--- config.mk ---
export PLATFORM = sky130hd
export DESIGN_NAME = dspseq_top
export DESIGN_NICKNAME = d
export VERILOG_FILES = /design/src/rtl/dspseq_pkg.sv /design/src/rtl/dspseq_decode.sv /design/src/rtl/dspseq_pc.sv /design/src/rtl/dspseq_dbg.sv /design/src/rtl/dspseq_top.sv
export SDC_FILE = /design/constraint.sdc
export NUM_CORES = 1
export LEC_CHECK = 0
export BUFFER_PORTS_ARGS = -buffer_cell sky130_fd_sc_hd__buf_4
export CAP_MARGIN = 20
export CORE_UTILIZATION = 35
export DETAILED_ROUTE_END_ITERATION = 10
export PLACE_DENSITY = 0.68
export SYNTH_ARGS = -nofsm -noshare
export SYNTH_HDL_FRONTEND = slang
export SYNTH_SLANG_ARGS = --single-unit
--- constraint.sdc ---
create_clock -name clk -period 2.7 [get_ports clk]
set_input_delay 0.405 -clock clk [delete_from_list [all_inputs] [get_ports clk]]
set_output_delay 0.405 -clock clk [all_outputs]
set_load 0.05 [all_outputs]
--- src/rtl/dspseq_pkg.sv ---
package dspseq_pkg;

    localparam int HI_W      = 24;
    localparam int LO_W      = 20;
    localparam int FIELD_W   = 10;
    localparam int CC_W      = 5;
    localparam int DBG_W     = 32;
    localparam int DBG_ADR_W = 9;

    // debug word bit positions (software-visible layout)
    localparam int DBG_TRAM_CLR  = 31;
    localparam int DBG_SAT_FLAG  = 25;
    localparam int DBG_SAT_LSB   = 16;
    localparam int DBG_STEP_MODE = 15;
    localparam int DBG_STEP_GO   = 14;
    localparam int DBG_CC_LSB    = 9;
    localparam int DBG_STEP_LSB  = 0;

    typedef logic [3:0] opcode_t;
    localparam opcode_t OP_SKIP = 4'hF;

    typedef enum logic {SEQ_IDLE, SEQ_RUN} seq_state_t;

    typedef struct packed {
        opcode_t              op;
        logic [FIELD_W-1:0]   res;
        logic [FIELD_W-1:0]   opa;
        logic [FIELD_W-1:0]   opx;
        logic [FIELD_W-1:0]   opy;
    } slot_fields_t;

    function automatic slot_fields_t split_slot(input logic [HI_W-1:0] hi,
                                                input logic [LO_W-1:0] lo);
        slot_fields_t f;
        f.op  = hi[23:20];
        f.res = hi[19:10];
        f.opa = hi[9:0];
        f.opx = lo[19:10];
        f.opy = lo[9:0];
        return f;
    endfunction

endpackage

--- src/rtl/dspseq_decode.sv ---
module dspseq_decode
    import dspseq_pkg::*;
(
    input  logic [HI_W-1:0] hi,
    input  logic [LO_W-1:0] lo,
    output slot_fields_t    fields,
    output logic            is_skip
);
    always_comb begin
        fields  = split_slot(hi, lo);
        is_skip = (fields.op == OP_SKIP);
    end
endmodule

--- src/rtl/dspseq_pc.sv ---
module dspseq_pc
    import dspseq_pkg::*;
#(
    parameter int PROG_DEPTH = 512,
    localparam int ADDR_W    = $clog2(PROG_DEPTH)
) (
    input  logic               clk,
    input  logic               rst,
    input  logic               sample_start,
    input  logic               step_mode,
    input  logic               step_fire,
    input  logic [ADDR_W-1:0]  step_addr,
    input  logic               is_skip,
    input  logic [CC_W-1:0]    cc,
    input  logic [CC_W-1:0]    skip_mask,
    input  logic [FIELD_W-1:0] skip_count,
    output logic [ADDR_W-1:0]  fetch_addr,
    output logic               slot_active,
    output logic               issue
);
    localparam logic [ADDR_W-1:0] LAST = ADDR_W'(PROG_DEPTH - 1);

    seq_state_t          state;
    logic [ADDR_W-1:0]   pc;
    logic [FIELD_W-1:0]  skip_left;
    logic                skipping;
    logic                pass_start;
    logic                skip_take;

    always_comb begin
        slot_active = step_mode ? step_fire : (state == SEQ_RUN);
        fetch_addr  = step_mode ? step_addr : pc;
        skipping    = (skip_left != '0);
        issue       = slot_active && !skipping;
        pass_start  = !step_mode && (state == SEQ_IDLE) && sample_start;
        skip_take   = issue && is_skip && ((cc & skip_mask) != '0);
    end

    always_ff @(posedge clk) begin
        if (rst) begin
            state     <= SEQ_IDLE;
            pc        <= '0;
            skip_left <= '0;
        end else begin
            if (step_mode) begin
                state <= SEQ_IDLE;
                pc    <= '0;
            end else if (state == SEQ_IDLE) begin
                if (sample_start) begin
                    state <= SEQ_RUN;
                    pc    <= '0;
                end
            end else if (pc == LAST) begin
                state <= SEQ_IDLE;
                pc    <= '0;
            end else begin
                pc <= pc + 1'b1;
            end

            if (pass_start)
                skip_left <= '0;
            else if (slot_active) begin
                if (skipping)
                    skip_left <= skip_left - 1'b1;
                else if (skip_take)
                    skip_left <= skip_count;
            end
        end
    end

    // the counter never leaves the program
    p_pc_range_r2: assert property (@(posedge clk) disable iff (rst)
        (state == SEQ_RUN) |-> (pc <= LAST));

    // a pass ends after the last slot
    p_pass_end_r2: assert property (@(posedge clk) disable iff (rst)
        (!step_mode && state == SEQ_RUN && pc == LAST) |=> (state == SEQ_IDLE));

    // nothing issues while idle in free-run mode
    p_idle_quiet_r3: assert property (@(posedge clk) disable iff (rst)
        (!step_mode && state == SEQ_IDLE) |-> !issue);

    // each suppressed slot consumes one count
    p_skip_count_r5: assert property (@(posedge clk) disable iff (rst)
        (slot_active && skip_left != '0 && !pass_start)
            |=> (skip_left == $past(skip_left) - 1'b1));
endmodule

--- src/rtl/dspseq_dbg.sv ---
module dspseq_dbg
    import dspseq_pkg::*;
#(
    parameter int PROG_DEPTH = 512,
    localparam int ADDR_W    = $clog2(PROG_DEPTH)
) (
    input  logic              clk,
    input  logic              rst,
    input  logic              we,
    input  logic [DBG_W-1:0]  wdata,
    input  logic [CC_W-1:0]   cc,
    input  logic              sat_event,
    input  logic [ADDR_W-1:0] sat_pc,
    output logic [DBG_W-1:0]  rdata,
    output logic              step_mode,
    output logic              step_fire,
    output logic [ADDR_W-1:0] step_addr,
    output logic              tram_clr
);
    localparam logic [ADDR_W-1:0] LAST = ADDR_W'(PROG_DEPTH - 1);

    logic              go;
    logic              sat_flag;
    logic [ADDR_W-1:0] sat_addr;
    logic              sat_clear;

    always_comb begin
        step_fire = step_mode && go;
        sat_clear = we && wdata[DBG_SAT_FLAG];
        rdata = '0;
        rdata[DBG_SAT_FLAG]                   = sat_flag;
        rdata[DBG_SAT_LSB +: DBG_ADR_W]       = DBG_ADR_W'(sat_addr);
        rdata[DBG_STEP_MODE]                  = step_mode;
        rdata[DBG_STEP_GO]                    = go;
        rdata[DBG_CC_LSB +: CC_W]             = cc;
        rdata[DBG_STEP_LSB +: DBG_ADR_W]      = DBG_ADR_W'(step_addr);
    end

    always_ff @(posedge clk) begin
        if (rst) begin
            step_mode <= 1'b0;
            go        <= 1'b0;
            step_addr <= '0;
            sat_flag  <= 1'b0;
            sat_addr  <= '0;
            tram_clr  <= 1'b0;
        end else begin
            tram_clr <= we && wdata[DBG_TRAM_CLR];

            if (we) begin
                step_mode <= wdata[DBG_STEP_MODE];
                go        <= wdata[DBG_STEP_GO] && wdata[DBG_STEP_MODE];
                step_addr <= wdata[DBG_STEP_LSB +: ADDR_W];
            end else if (step_fire) begin
                go        <= 1'b0;
                step_addr <= (step_addr == LAST) ? '0 : step_addr + 1'b1;
            end

            if (sat_event && (!sat_flag || sat_clear)) begin
                sat_flag <= 1'b1;
                sat_addr <= sat_pc;
            end else if (sat_clear) begin
                sat_flag <= 1'b0;
            end
        end
    end

    // the captured saturation record is sticky until cleared
    p_sat_sticky_r9: assert property (@(posedge clk) disable iff (rst)
        (sat_flag && !sat_clear) |=> (sat_flag && $stable(sat_addr)));

    // the clear request follows a write of bit 31
    p_tram_pulse_r10: assert property (@(posedge clk) disable iff (rst)
        tram_clr |-> $past(we && wdata[DBG_TRAM_CLR]));

    // a step trigger is consumed by exactly one slot
    p_step_once_r7: assert property (@(posedge clk) disable iff (rst)
        (step_fire && !we) |=> !go);
endmodule

--- src/rtl/dspseq_top.sv ---
module dspseq_top
    import dspseq_pkg::*;
#(
    parameter int PROG_DEPTH = 512,
    localparam int ADDR_W    = $clog2(PROG_DEPTH)
) (
    input  logic              clk,
    input  logic              rst,
    input  logic              sample_start,
    output logic [ADDR_W-1:0] imem_addr,
    input  logic [23:0]       imem_hi,
    input  logic [19:0]       imem_lo,
    input  logic [4:0]        cc_in,
    input  logic              sat_in,
    input  logic              dbg_we,
    input  logic [31:0]       dbg_wdata,
    output logic [31:0]       dbg_rdata,
    output logic              issue_valid,
    output logic              wr_en,
    output logic [3:0]        op,
    output logic [9:0]        res_addr,
    output logic [9:0]        opa_addr,
    output logic [9:0]        opx_addr,
    output logic [9:0]        opy_addr,
    output logic              tram_clr
);
    slot_fields_t      fields;
    logic              is_skip;
    logic              step_mode;
    logic              step_fire;
    logic [ADDR_W-1:0] step_addr;
    logic              slot_active;
    logic              issue;

    dspseq_decode u_decode (
        .hi      (imem_hi),
        .lo      (imem_lo),
        .fields  (fields),
        .is_skip (is_skip)
    );

    dspseq_pc #(.PROG_DEPTH(PROG_DEPTH)) u_pc (
        .clk          (clk),
        .rst          (rst),
        .sample_start (sample_start),
        .step_mode    (step_mode),
        .step_fire    (step_fire),
        .step_addr    (step_addr),
        .is_skip      (is_skip),
        .cc           (cc_in),
        .skip_mask    (fields.opy[CC_W-1:0]),
        .skip_count   (fields.opx),
        .fetch_addr   (imem_addr),
        .slot_active  (slot_active),
        .issue        (issue)
    );

    dspseq_dbg #(.PROG_DEPTH(PROG_DEPTH)) u_dbg (
        .clk       (clk),
        .rst       (rst),
        .we        (dbg_we),
        .wdata     (dbg_wdata),
        .cc        (cc_in),
        .sat_event (issue && sat_in),
        .sat_pc    (imem_addr),
        .rdata     (dbg_rdata),
        .step_mode (step_mode),
        .step_fire (step_fire),
        .step_addr (step_addr),
        .tram_clr  (tram_clr)
    );

    always_comb begin
        issue_valid = issue;
        wr_en       = issue && !is_skip;
        op          = fields.op;
        res_addr    = fields.res;
        opa_addr    = fields.opa;
        opx_addr    = fields.opx;
        opy_addr    = fields.opy;
    end

    // in step mode a slot only runs on a trigger
    p_step_gate_r6: assert property (@(posedge clk) disable iff (rst)
        (step_mode && !step_fire) |-> !issue_valid);

    // suppressed slots never write
    p_skip_nowrite_r4: assert property (@(posedge clk) disable iff (rst)
        (slot_active && !issue_valid) |-> !wr_en);
endmodule

==> summary.txt <==
vias in the first global route: 2,303
commonest non-fill, non-tap cell in the layout: buf_4
Max-Cap Viols: 0
Post-synth EDFFs: 0
Pwr Total: 1.58 mW
Final Non-Filler Cells: 477
FP Rows: 31
placed inst area: 3110 um2
IO buf count: 98
setup violators final: 0
CTS tree: done
initial DRC count: 119
dpl ws: 0.301 ns
RSZ-0062 raised after global routing: false
hold buffer count at cts: 0
vias per cell: 5.12
commonest register cell after synthesis: dfxtp_1
Worst-Margin Slew: 0.800 ns
max-slew violations: 0
Skew-Pair Late Insertion Delay: 0.29 ns
post-CTS sizing: 0
Final Hold Slack: 0.340 ns
CP Capture Type: primary output
GR Layer Usage met3: 4.80%
P_leak: 1.42 nW
initial antenna violation count: 0
cell area after synthesis: 2750 um2
Cell Count Post-Placement: 470
top cell type's share of synthesized area: 30.6%
Setup WS post-layout: 0.263 ns
VDD IR max: 274 uV
Worst slew margin: 46.5%
post-CTS setup buffers: 0
Synth Instances: 338
Initial Util: 37.1%
core area: 7410 um2
worst reg-to-reg setup slack: 0.28 ns
Inserted Diodes: 0
YS warnings: 0
final setup TNS: 0 ns
grt peak-use layer: met2
DP Wirelength: 4880 um
layout net count: 469
Final Cell Area: 3220 um2
worst path arrival time: 2.03 ns
first-pass GRT wire length: 10,800 um
outcome: finished, final reports clean
Post-DRT Antenna Nets: 0
hold depth: 2
Avg Cell Area, Syn: 8.13 um2
fmax: 410 MHz
Synth area leaders: dfxtp_1 31%, buf_4 16%, nor2_1 6.0%
largest net degree at the start of global routing: 25
unique cell type count in the Yosys netlist: 53
CTS sink cnt: 42
Post-route DRC: 0
total CTS buffers: 5
drt wl/cell: 13.6 um
kind of critical path: flip-flop to primary output
DIE HEIGHT: 90.6 um
Die ar.: 8210 um2
Syn-to-layout area delta: 17.1%
crit-path max FO: 10
most frequent cells in the layout: 100 x buf_4, 44 x nor2_1, 42 x dfxtp_1, 23 x a21oi_1, 22 x nand2_1
cells on worst reg2reg path: 9
H-tree Lvls: 2
Final Hold Vio Count: 0
CP required: 2.30 ns
crit share post-route: 90.3%
met2 GRT Util: 26.5%
fin crit period: 2.44 ns
skew final: 0.0113 ns
Hold WC Path Type: input port to flip-flop
die width: 90.6 um
total gr overflow: 0
Post-Route Utilization: 43.4%
crit path launch type: flip-flop
Async SR Flop Fraction: 0%
post-synthesis sequential area ratio: 30.6%
clk slew on worst S/H paths: 0.08 ns
WL final: 6470 um
I/O Pins: 174
Pre-Repair DR Iteration Count: 4
Synth area leader: dfxtp_1
vias: 2,440
register bit total from synthesis: 42
GPL Wtd Cong: 0.794
Clk Tree Root Cell: clkbuf_8
met1 usage: 19.3%
maximum clock insertion buffer count: 2
Tot GR Track Use: 15.7%
fraction of final layout cells sized beyond drive strength 1: 34.1%
PwrDens: 490 nW/um2
worst max-delay path, stage by stage, from the launching register on:
cell	delay, ns
dfxtp_1	0.32
inv_1	0.09
ha_1	0.20
nor3b_2	0.28
and3_1	0.42
and3_2	0.24
buf_4	0.19
kinds of logic after synthesis:
| logic type | share of synthesized area, % |
|---|---|
| AO/OA/AOI/OAI | 16.8 |
| adder cells (fa/ha/maj) | 2.28 |
| buffers and inverters | 21.0 |
| flip-flops | 30.6 |
| multiplexers | 8.83 |
| other | 0.136 |
| AND/OR/NAND/NOR | 20.4 |
cells in the mapped netlist, drive strengths merged (2+ instances only):
cell     n
a21oi   23
mux2    10
mux2i   13
a21o     3
nand2b   2
nor3b    3
or2      3
nor2    44
ha       5
clkbuf   7
and2     2
o21ai   21
nand3    9
o211ai   2
buf     64
a221oi   4
and3     6
nor4     2
or3      3
a311oi   4
a22oi    3
nand4    4
nor3     4
and3b    2
nand2   22
a31oi    6
inv     11
dfxtp   42
path summary, 6_finish.rpt:
| check | start | to |
|---|---|---|
| max | u_pc.skip_left[0] | wr_en |
| min | dbg_wdata[31] | u_dbg.tram_clr |
| max reg2reg | u_dbg.step_addr[0] | u_dbg.step_addr[7] |
| min reg2reg | u_pc.skip_left[1] | u_pc.skip_left[1] |
registers in the layout, summed over array words and instances (netlist names):
name	cells
u_dbg.step_addr	9
u_pc.pc	9
u_dbg.go	1
u_dbg.sat_addr	9
u_dbg.sat_flag	1
u_pc.skip_left	10
u_dbg.step_mode	1
u_pc.state	1
u_dbg.tram_clr	1
layout make-up:
type | count | area (um2)
Fill cell | 758 | 4190
Multi-Input combinational cell | 218 | 1350
Sequential cell | 42 | 841
Timing Repair Buffer | 100 | 751
Tap cell | 99 | 124
Clock buffer | 6 | 82.6
Inverter | 11 | 41.3
Clock inverter | 1 | 30.0
per-layer routing:
metal | up-vias | share of wire (%) | wire length [um]
li1 | 1195 | - | -
met1 | 1129 | 43 | 2800
met2 | 103 | 47 | 3030
met3 | 13 | 9.0 | 582
met4 | 0 | 0.97 | 63
met5 | - | 0 | 0
report_power, final:
group | internal (mW) | switching [mW] | total (mW)
Clock | 0.296 | 0.214 | 0.510
Sequential | 0.636 | 0.0236 | 0.660
Combinational | 0.140 | 0.269 | 0.409
Power figures use the tool's default switching activity.
